--- src/rtl/i2c_seq_pkg.sv ---
package i2c_seq_pkg;

    typedef enum logic [2:0] {
        ST_IDLE,
        ST_START,
        ST_SEND,
        ST_ACK,
        ST_RESTART,
        ST_RECV,
        ST_NACK,
        ST_STOP
    } seq_state_t;

endpackage

--- src/rtl/i2c_seq_tick.sv ---
module i2c_seq_tick #(
    parameter int PRE_DIV = 16,
    parameter int DIV_W   = 4
) (
    input  logic             clk,
    input  logic             rst_n,
    input  logic             restart,
    input  logic [DIV_W-1:0] div_sel,
    output logic             tick
);
    // one tick per quarter of an SCL period
    localparam int STEP = PRE_DIV / 4;
    localparam int SW   = (STEP > 1) ? $clog2(STEP) : 1;
    localparam logic [SW-1:0] STEP_LAST = SW'(STEP - 1);

    logic [SW-1:0]    pre_cnt;
    logic [DIV_W-1:0] div_cnt;
    logic             pre_wrap;

    assign pre_wrap = (pre_cnt == STEP_LAST);
    assign tick     = pre_wrap && (div_cnt == div_sel);

    always_ff @(posedge clk or negedge rst_n) begin
        if (!rst_n) begin
            pre_cnt <= '0;
            div_cnt <= '0;
        end else if (restart) begin
            pre_cnt <= '0;
            div_cnt <= '0;
        end else if (pre_wrap) begin
            pre_cnt <= '0;
            div_cnt <= (div_cnt == div_sel) ? '0 : div_cnt + 1'b1;
        end else begin
            pre_cnt <= pre_cnt + 1'b1;
        end
    end

endmodule

--- src/rtl/i2c_seq_fsm.sv ---
module i2c_seq_fsm
    import i2c_seq_pkg::*;
(
    input  logic       clk,
    input  logic       rst_n,
    input  logic       tick,
    input  logic       cmd_valid,
    input  logic       cmd_read,
    input  logic [6:0] cmd_dev,
    input  logic [7:0] cmd_word,
    input  logic [7:0] cmd_wdata,
    input  logic       sda_in,
    output logic       accept,
    output logic       busy,
    output logic       in_cond,
    output logic       done,
    output logic       err,
    output logic [7:0] rdata,
    output logic       scl_low,
    output logic       sda_low
);
    seq_state_t state, state_nx;
    logic [1:0] ph;
    logic [2:0] bitcnt;
    logic [1:0] idx;
    logic [7:0] shreg;
    logic       rd_op, nack_q, fail_q;
    logic [6:0] dev_q;
    logic [7:0] word_q, wdata_q;
    logic       slot_end, mid_high;

    assign slot_end = tick && (ph == 2'd3);
    assign mid_high = tick && (ph == 2'd2);
    assign accept   = (state == ST_IDLE) && cmd_valid;
    assign busy     = (state != ST_IDLE);
    assign in_cond  = (state == ST_START) || (state == ST_RESTART) || (state == ST_STOP);

    always_comb begin
        state_nx = state;
        unique case (state)
            ST_IDLE:    if (cmd_valid) state_nx = ST_START;
            ST_START:   if (slot_end) state_nx = ST_SEND;
            ST_SEND:    if (slot_end && bitcnt == 3'd0) state_nx = ST_ACK;
            ST_ACK: begin
                if (slot_end) begin
                    if (nack_q)            state_nx = ST_STOP;
                    else if (idx == 2'd0)  state_nx = ST_SEND;
                    else if (idx == 2'd1)  state_nx = rd_op ? ST_RESTART : ST_SEND;
                    else                   state_nx = rd_op ? ST_RECV : ST_STOP;
                end
            end
            ST_RESTART: if (slot_end) state_nx = ST_SEND;
            ST_RECV:    if (slot_end && bitcnt == 3'd0) state_nx = ST_NACK;
            ST_NACK:    if (slot_end) state_nx = ST_STOP;
            ST_STOP:    if (slot_end) state_nx = ST_IDLE;
            default:    state_nx = ST_IDLE;
        endcase
    end

    // state register and byte datapath
    always_ff @(posedge clk or negedge rst_n) begin
        if (!rst_n) begin
            state   <= ST_IDLE;
            ph      <= 2'd0;
            bitcnt  <= 3'd0;
            idx     <= 2'd0;
            shreg   <= 8'd0;
            rd_op   <= 1'b0;
            nack_q  <= 1'b0;
            fail_q  <= 1'b0;
            dev_q   <= 7'd0;
            word_q  <= 8'd0;
            wdata_q <= 8'd0;
            done    <= 1'b0;
            err     <= 1'b0;
            rdata   <= 8'd0;
        end else begin
            state <= state_nx;
            done  <= 1'b0;
            if (tick) ph <= ph + 2'd1;
            if (accept) begin
                ph      <= 2'd0;
                rd_op   <= cmd_read;
                dev_q   <= cmd_dev;
                word_q  <= cmd_word;
                wdata_q <= cmd_wdata;
                idx     <= 2'd0;
                fail_q  <= 1'b0;
                err     <= 1'b0;
            end
            if (mid_high && state == ST_ACK)  nack_q <= sda_in;
            if (mid_high && state == ST_RECV) shreg  <= {shreg[6:0], sda_in};
            if (slot_end) begin
                unique case (state)
                    ST_START: begin
                        shreg  <= {dev_q, 1'b0};
                        bitcnt <= 3'd7;
                    end
                    ST_SEND: begin
                        if (bitcnt != 3'd0) begin
                            bitcnt <= bitcnt - 3'd1;
                            shreg  <= {shreg[6:0], 1'b0};
                        end
                    end
                    ST_ACK: begin
                        bitcnt <= 3'd7;
                        if (nack_q) begin
                            fail_q <= 1'b1;
                        end else if (idx == 2'd0) begin
                            shreg <= word_q;
                            idx   <= 2'd1;
                        end else if (idx == 2'd1 && !rd_op) begin
                            shreg <= wdata_q;
                            idx   <= 2'd2;
                        end
                    end
                    ST_RESTART: begin
                        shreg  <= {dev_q, 1'b1};
                        idx    <= 2'd2;
                        bitcnt <= 3'd7;
                    end
                    ST_RECV: if (bitcnt != 3'd0) bitcnt <= bitcnt - 3'd1;
                    ST_NACK: rdata <= shreg;
                    ST_STOP: begin
                        done <= 1'b1;
                        err  <= fail_q;
                    end
                    default: ;
                endcase
            end
        end
    end

    // line outputs; slot phase 0 keeps SDA so it never moves on the SCL falling edge
    always_ff @(posedge clk or negedge rst_n) begin
        if (!rst_n) begin
            scl_low <= 1'b0;
            sda_low <= 1'b0;
        end else begin
            unique case (state)
                ST_IDLE: begin
                    scl_low <= 1'b0;
                    sda_low <= 1'b0;
                end
                ST_START: begin
                    scl_low <= (ph == 2'd3);
                    if (ph != 2'd0) sda_low <= (ph >= 2'd2);
                end
                ST_RESTART: begin
                    scl_low <= (ph < 2'd2);
                    if (ph != 2'd0) sda_low <= (ph == 2'd3);
                end
                ST_SEND: begin
                    scl_low <= (ph < 2'd2);
                    if (ph != 2'd0) sda_low <= !shreg[7];
                end
                ST_STOP: begin
                    scl_low <= (ph < 2'd2);
                    if (ph != 2'd0) sda_low <= (ph != 2'd3);
                end
                default: begin
                    scl_low <= (ph < 2'd2);
                    if (ph != 2'd0) sda_low <= 1'b0;
                end
            endcase
        end
    end

endmodule

--- src/rtl/i2c_eeprom_seq.sv ---
module i2c_eeprom_seq #(
    parameter int PRE_DIV = 16,
    parameter int DIV_W   = 4
) (
    input  logic             clk,
    input  logic             rst_n,
    input  logic [DIV_W-1:0] div_sel,
    input  logic             cmd_valid,
    input  logic             cmd_read,
    input  logic [6:0]       cmd_dev,
    input  logic [7:0]       cmd_word,
    input  logic [7:0]       cmd_wdata,
    output logic             busy,
    output logic             done,
    output logic             err,
    output logic [7:0]       rdata,
    output logic             scl_pull_low,
    output logic             sda_pull_low,
    input  logic             sda_in
);
    logic tick;
    logic accept;
    logic in_cond;

    i2c_seq_tick #(.PRE_DIV(PRE_DIV), .DIV_W(DIV_W)) u_tick (
        .clk     (clk),
        .rst_n   (rst_n),
        .restart (accept),
        .div_sel (div_sel),
        .tick    (tick)
    );

    i2c_seq_fsm u_fsm (
        .clk       (clk),
        .rst_n     (rst_n),
        .tick      (tick),
        .cmd_valid (cmd_valid),
        .cmd_read  (cmd_read),
        .cmd_dev   (cmd_dev),
        .cmd_word  (cmd_word),
        .cmd_wdata (cmd_wdata),
        .sda_in    (sda_in),
        .accept    (accept),
        .busy      (busy),
        .in_cond   (in_cond),
        .done      (done),
        .err       (err),
        .rdata     (rdata),
        .scl_low   (scl_pull_low),
        .sda_low   (sda_pull_low)
    );

endmodule

--- config.mk ---
export PLATFORM = sky130hd
export DESIGN_NAME = i2c_eeprom_seq
export DESIGN_NICKNAME = d
export VERILOG_FILES = /design/src/rtl/i2c_seq_pkg.sv /design/src/rtl/i2c_seq_tick.sv /design/src/rtl/i2c_seq_fsm.sv /design/src/rtl/i2c_eeprom_seq.sv
export SDC_FILE = /design/constraint.sdc
export NUM_CORES = 1
export LEC_CHECK = 0
export ABC_AREA = 1
export ABC_CLOCK_PERIOD_IN_PS = 1800
export BUFFER_PORTS_ARGS = -buffer_cell sky130_fd_sc_hd__buf_2
export CAP_MARGIN = 20
export CELL_PAD_IN_SITES_DETAIL_PLACEMENT = 0
export CELL_PAD_IN_SITES_GLOBAL_PLACEMENT = 1
export CORE_UTILIZATION = 44
export DETAILED_ROUTE_END_ITERATION = 12
export PLACE_DENSITY = 0.81
export REMOVE_ABC_BUFFERS = 1
export SKIP_CTS_REPAIR_TIMING = 1
export SLEW_MARGIN = 25
export SYNTH_ARGS = -nofsm -noshare
export SYNTH_HDL_FRONTEND = slang
export SYNTH_SLANG_ARGS = --single-unit
--- constraint.sdc ---
create_clock -name clk -period 1.8 [get_ports clk]
set_input_delay 0.09 -clock clk [delete_from_list [all_inputs] [get_ports clk]]
set_output_delay 0.09 -clock clk [all_outputs]
set_load 0.02 [all_outputs]
==> results.json <==
{
  "cts.sinks": 62,
  "dp_hpwl_um": 5372,
  "dpl_cell_area_mm2": 0.003826,
  "io_buffer_count": 44,
  "ys.flop_type": "dfrtp_1",
  "powerDensity_mw_per_mm2": 1195,
  "clockRootBuffer": "clkbuf_8",
  "synth-edff-count": 0,
  "min_path_type": "in2reg",
  "irDropWorstVdd_mv": 0.5115,
  "fin_crit_sh_pct": 97.48,
  "clockBufferDepth": 2,
  "clock_latency_ns": 0.35,
  "ys_seq_area_share_pct": 45.47,
  "grt.met2_usage_pct": 29.58,
  "rsz0062_at_grt": "true",
  "top_usage_layer": "met2",
  "grt_pass1_wl_um": 12790,
  "place.gp.congestion": 0.8600,
  "violations": "hold timing",
  "coreArea_mm2": 0.007370,
  "outcome": "finished with violations",
  "start_util_pct": 46.30,
  "grtUsageMet3_pct": 2.876,
  "htreeDepth": 3,
  "finalPower_w": 0.005225,
  "syn-cell-area_mm2": 0.003412,
  "final_nets": 513,
  "num_vias": 2814,
  "grt_pass1_vias": 2670,
  "synth_cell_types": 39,
  "synthCells": 385,
  "grt_max_degree": 42,
  "first_pass_iters": 4,
  "row_count": 31,
  "post_drt_wl_per_cell_um": 13.35,
  "drive_above_1_share_pct": 30.69,
  "ioPinCount": 45,
  "synthArstFlopShare_pct": 100.0,
  "syn_to_final_growth_pct": 28.20,
  "avgSynthCellArea_um2": 8.862,
  "cts_buffers": 9,
  "vias_per_cell": 4.869,
  "drt_wl_total_um": 7714,
  "required_ns": 2.05,
  "cts_tree": "done",
  "fmax_mhz": 569.9,
  "die_w_um": 90.06,
  "endpoint_kind": "flip-flop",
  "ys_ff_latch": 62,
  "drcViolationCount": 0,
  "crit_type": "reg2reg",
  "holdWs_ns": -0.001011,
  "detail-route-antenna-nets": 0,
  "worst_slew_pin_slew_ns": 0.5405,
  "cap_violations": 0,
  "critPathArrivalTime_ns": 2.00,
  "path_clk_slew_ns": 0.08,
  "leakage_nw": 2.395,
  "fin_area_mm2": 0.004374,
  "cp_max_fo": 8,
  "grt-ovfl-total": 0,
  "seq_area_mm2": 0.001551,
  "maxSlewHeadroom_pct": 63.97,
  "multiInputGateArea_mm2": 0.001682,
  "drt_iter0_markers": 132,
  "die_area_mm2": 0.008111,
  "met1_usage_pct": 28.30,
  "cp-start-kind": "flip-flop",
  "finClkSkew_ns": 0.01410,
  "setup_viol": 0,
  "synth_warnings": 0,
  "track_usage_pct": 19.70,
  "fill_cells": 687,
  "num_antenna_cells": 0,
  "report.final.slew_viol_count": 0,
  "final_util_pct": 59.35,
  "hold_viol": 1,
  "period_minus_slack_ns": 1.755,
  "fin_tns_setup_ns": 0,
  "die_y_um": 90.06,
  "antenna_found_initial": 0
}
[path summary, 6_finish.rpt]
path,depth (start not counted),endpoint,slack (ns),from
max,15,u_fsm.shreg[7],0.05,u_tick.div_cnt[0]
min,3,u_fsm.wdata_q[0],-0.001,cmd_wdata[0]
max reg2reg,15,u_fsm.shreg[7],0.05,u_tick.div_cnt[0]
min reg2reg,2,u_fsm.fail_q,0.49,u_fsm.fail_q
max in group asynchronous,3,u_fsm.rdata[7],0.94,rst_n
min in group asynchronous,2,u_fsm.scl_low,0.26,rst_n
[per-layer routing]
layer | routed length [um] | part of all wire (%)
met5 | 0 | 0
met3 | 235 | 3.0
met2 | 3442 | 45
met4 | 134 | 1.7
met1 | 3902 | 51
[worst max-delay path: stages, from the launching register on]
cell and delay (ns):
dfrtp_1 0.38, inv_2 0.06, nand2_1 0.05, nand2_1 0.05
nor2_2 0.14, nand2_4 0.09, nor2_8 0.19, nand3_4 0.14
nand2_1 0.11, nand3_1 0.10, nand2_1 0.07, nand2_1 0.05
nand2_1 0.06, nand2_1 0.05, nand2_1 0.06, nand2_1 0.04
[cells in the final DEF, fill, tap and decap left out, drive strengths merged]
| cell type | synthesis | final |
|---|---|---|
| dlygate4sd3 | 0 | 23 |
| nor3 | 1 | 1 |
| nand3 | 16 | 16 |
| bufinv | 0 | 2 |
| a22oi | 7 | 7 |
| a21oi | 9 | 9 |
| ha | 7 | 7 |
| or2 | 1 | 1 |
| a31oi | 1 | 1 |
| o22ai | 3 | 3 |
| and3 | 1 | 1 |
| nor2 | 37 | 37 |
| clkbuf | 4 | 10 |
| nor4 | 1 | 1 |
| clkinvlp | 0 | 1 |
| o211ai | 2 | 2 |
| o21ai | 29 | 29 |
| a211oi | 1 | 1 |
| nand4 | 10 | 10 |
| inv | 38 | 38 |
| xor2 | 1 | 1 |
| nand2 | 113 | 113 |
| o31ai | 2 | 2 |
| clkinv | 0 | 3 |
| buf | 8 | 67 |
| mux2 | 31 | 31 |
| dfrtp | 62 | 62 |
[cell families after synthesis]
group                      count (synthesis)  synth area share, %
buffers and inverters                     50                6.601
muxes                                     31                11.11
xor gates and xnor gates                   1               0.2567
adders and majority gates                  7                2.567
DFF                                       62                45.47
and+or+nand+nor                          180                24.31
AOI/OAI and AO/OA                         54                9.681
[Yosys cell counts, types with 2 or more instances]
| cell type | count | area [um2] |
|---|---|---|
| a21oi_1 | 8 | 40.04 |
| a22oi_1 | 7 | 52.55 |
| buf_2 | 5 | 25.02 |
| clkbuf_1 | 3 | 11.26 |
| dfrtp_1 | 62 | 1551 |
| ha_1 | 7 | 87.58 |
| inv_1 | 33 | 123.9 |
| inv_2 | 5 | 18.77 |
| mux2_2 | 23 | 259.0 |
| mux2_4 | 8 | 120.1 |
| nand2_1 | 110 | 412.9 |
| nand2_4 | 3 | 33.78 |
| nand3_1 | 15 | 75.07 |
| nand4_1 | 3 | 18.77 |
| nand4_2 | 7 | 87.58 |
| nor2_1 | 34 | 127.6 |
| nor2_2 | 2 | 12.51 |
| o21ai_0 | 19 | 95.09 |
| o21ai_1 | 9 | 45.04 |
| o22ai_1 | 3 | 18.77 |
[power by group]
part / total, W / switching, W / internal (W)
logic: 0.00186 / 0.00103 / 0.000826
clock network: 0.00135 / 0.000568 / 0.000777
registers: 0.00202 / 0.000234 / 0.00179
total: 0.00523 / 0.00183 / 0.00339
[layout make-up]
class / count / area share [%]
clock buffers: 10 / 2.918
flip-flops and latches: 62 / 35.47
multi-input cells: 273 / 38.44
repair buffers: 90 / 14.99
inverters: 38 / 3.375
well taps: 99 / 2.832
clock inverters: 6 / 1.974
[sequential cells by signal (all words and copies together) (netlist names), 2 cells and up]
name and flops:
u_fsm.state 3, u_fsm.shreg 8, u_fsm.rdata 8, u_fsm.dev_q 7, u_fsm.bitcnt 3, u_fsm.word_q 8, u_fsm.ph 2, u_fsm.idx 2
u_fsm.wdata_q 8, u_tick.pre_cnt 2, u_tick.div_cnt 4
[metrics by stage]
stage	setup slack, ns	instances
6_report	0.04530	578
5_1_grt	-0.1023	578
4_1_cts	0.02906	549
3_5_place_dp	0.03949	533
3_3_place_gp	0.03956	533
2_1_floorplan	-0.3894	373
Note: power is estimated with default switching activity, not from simulation.
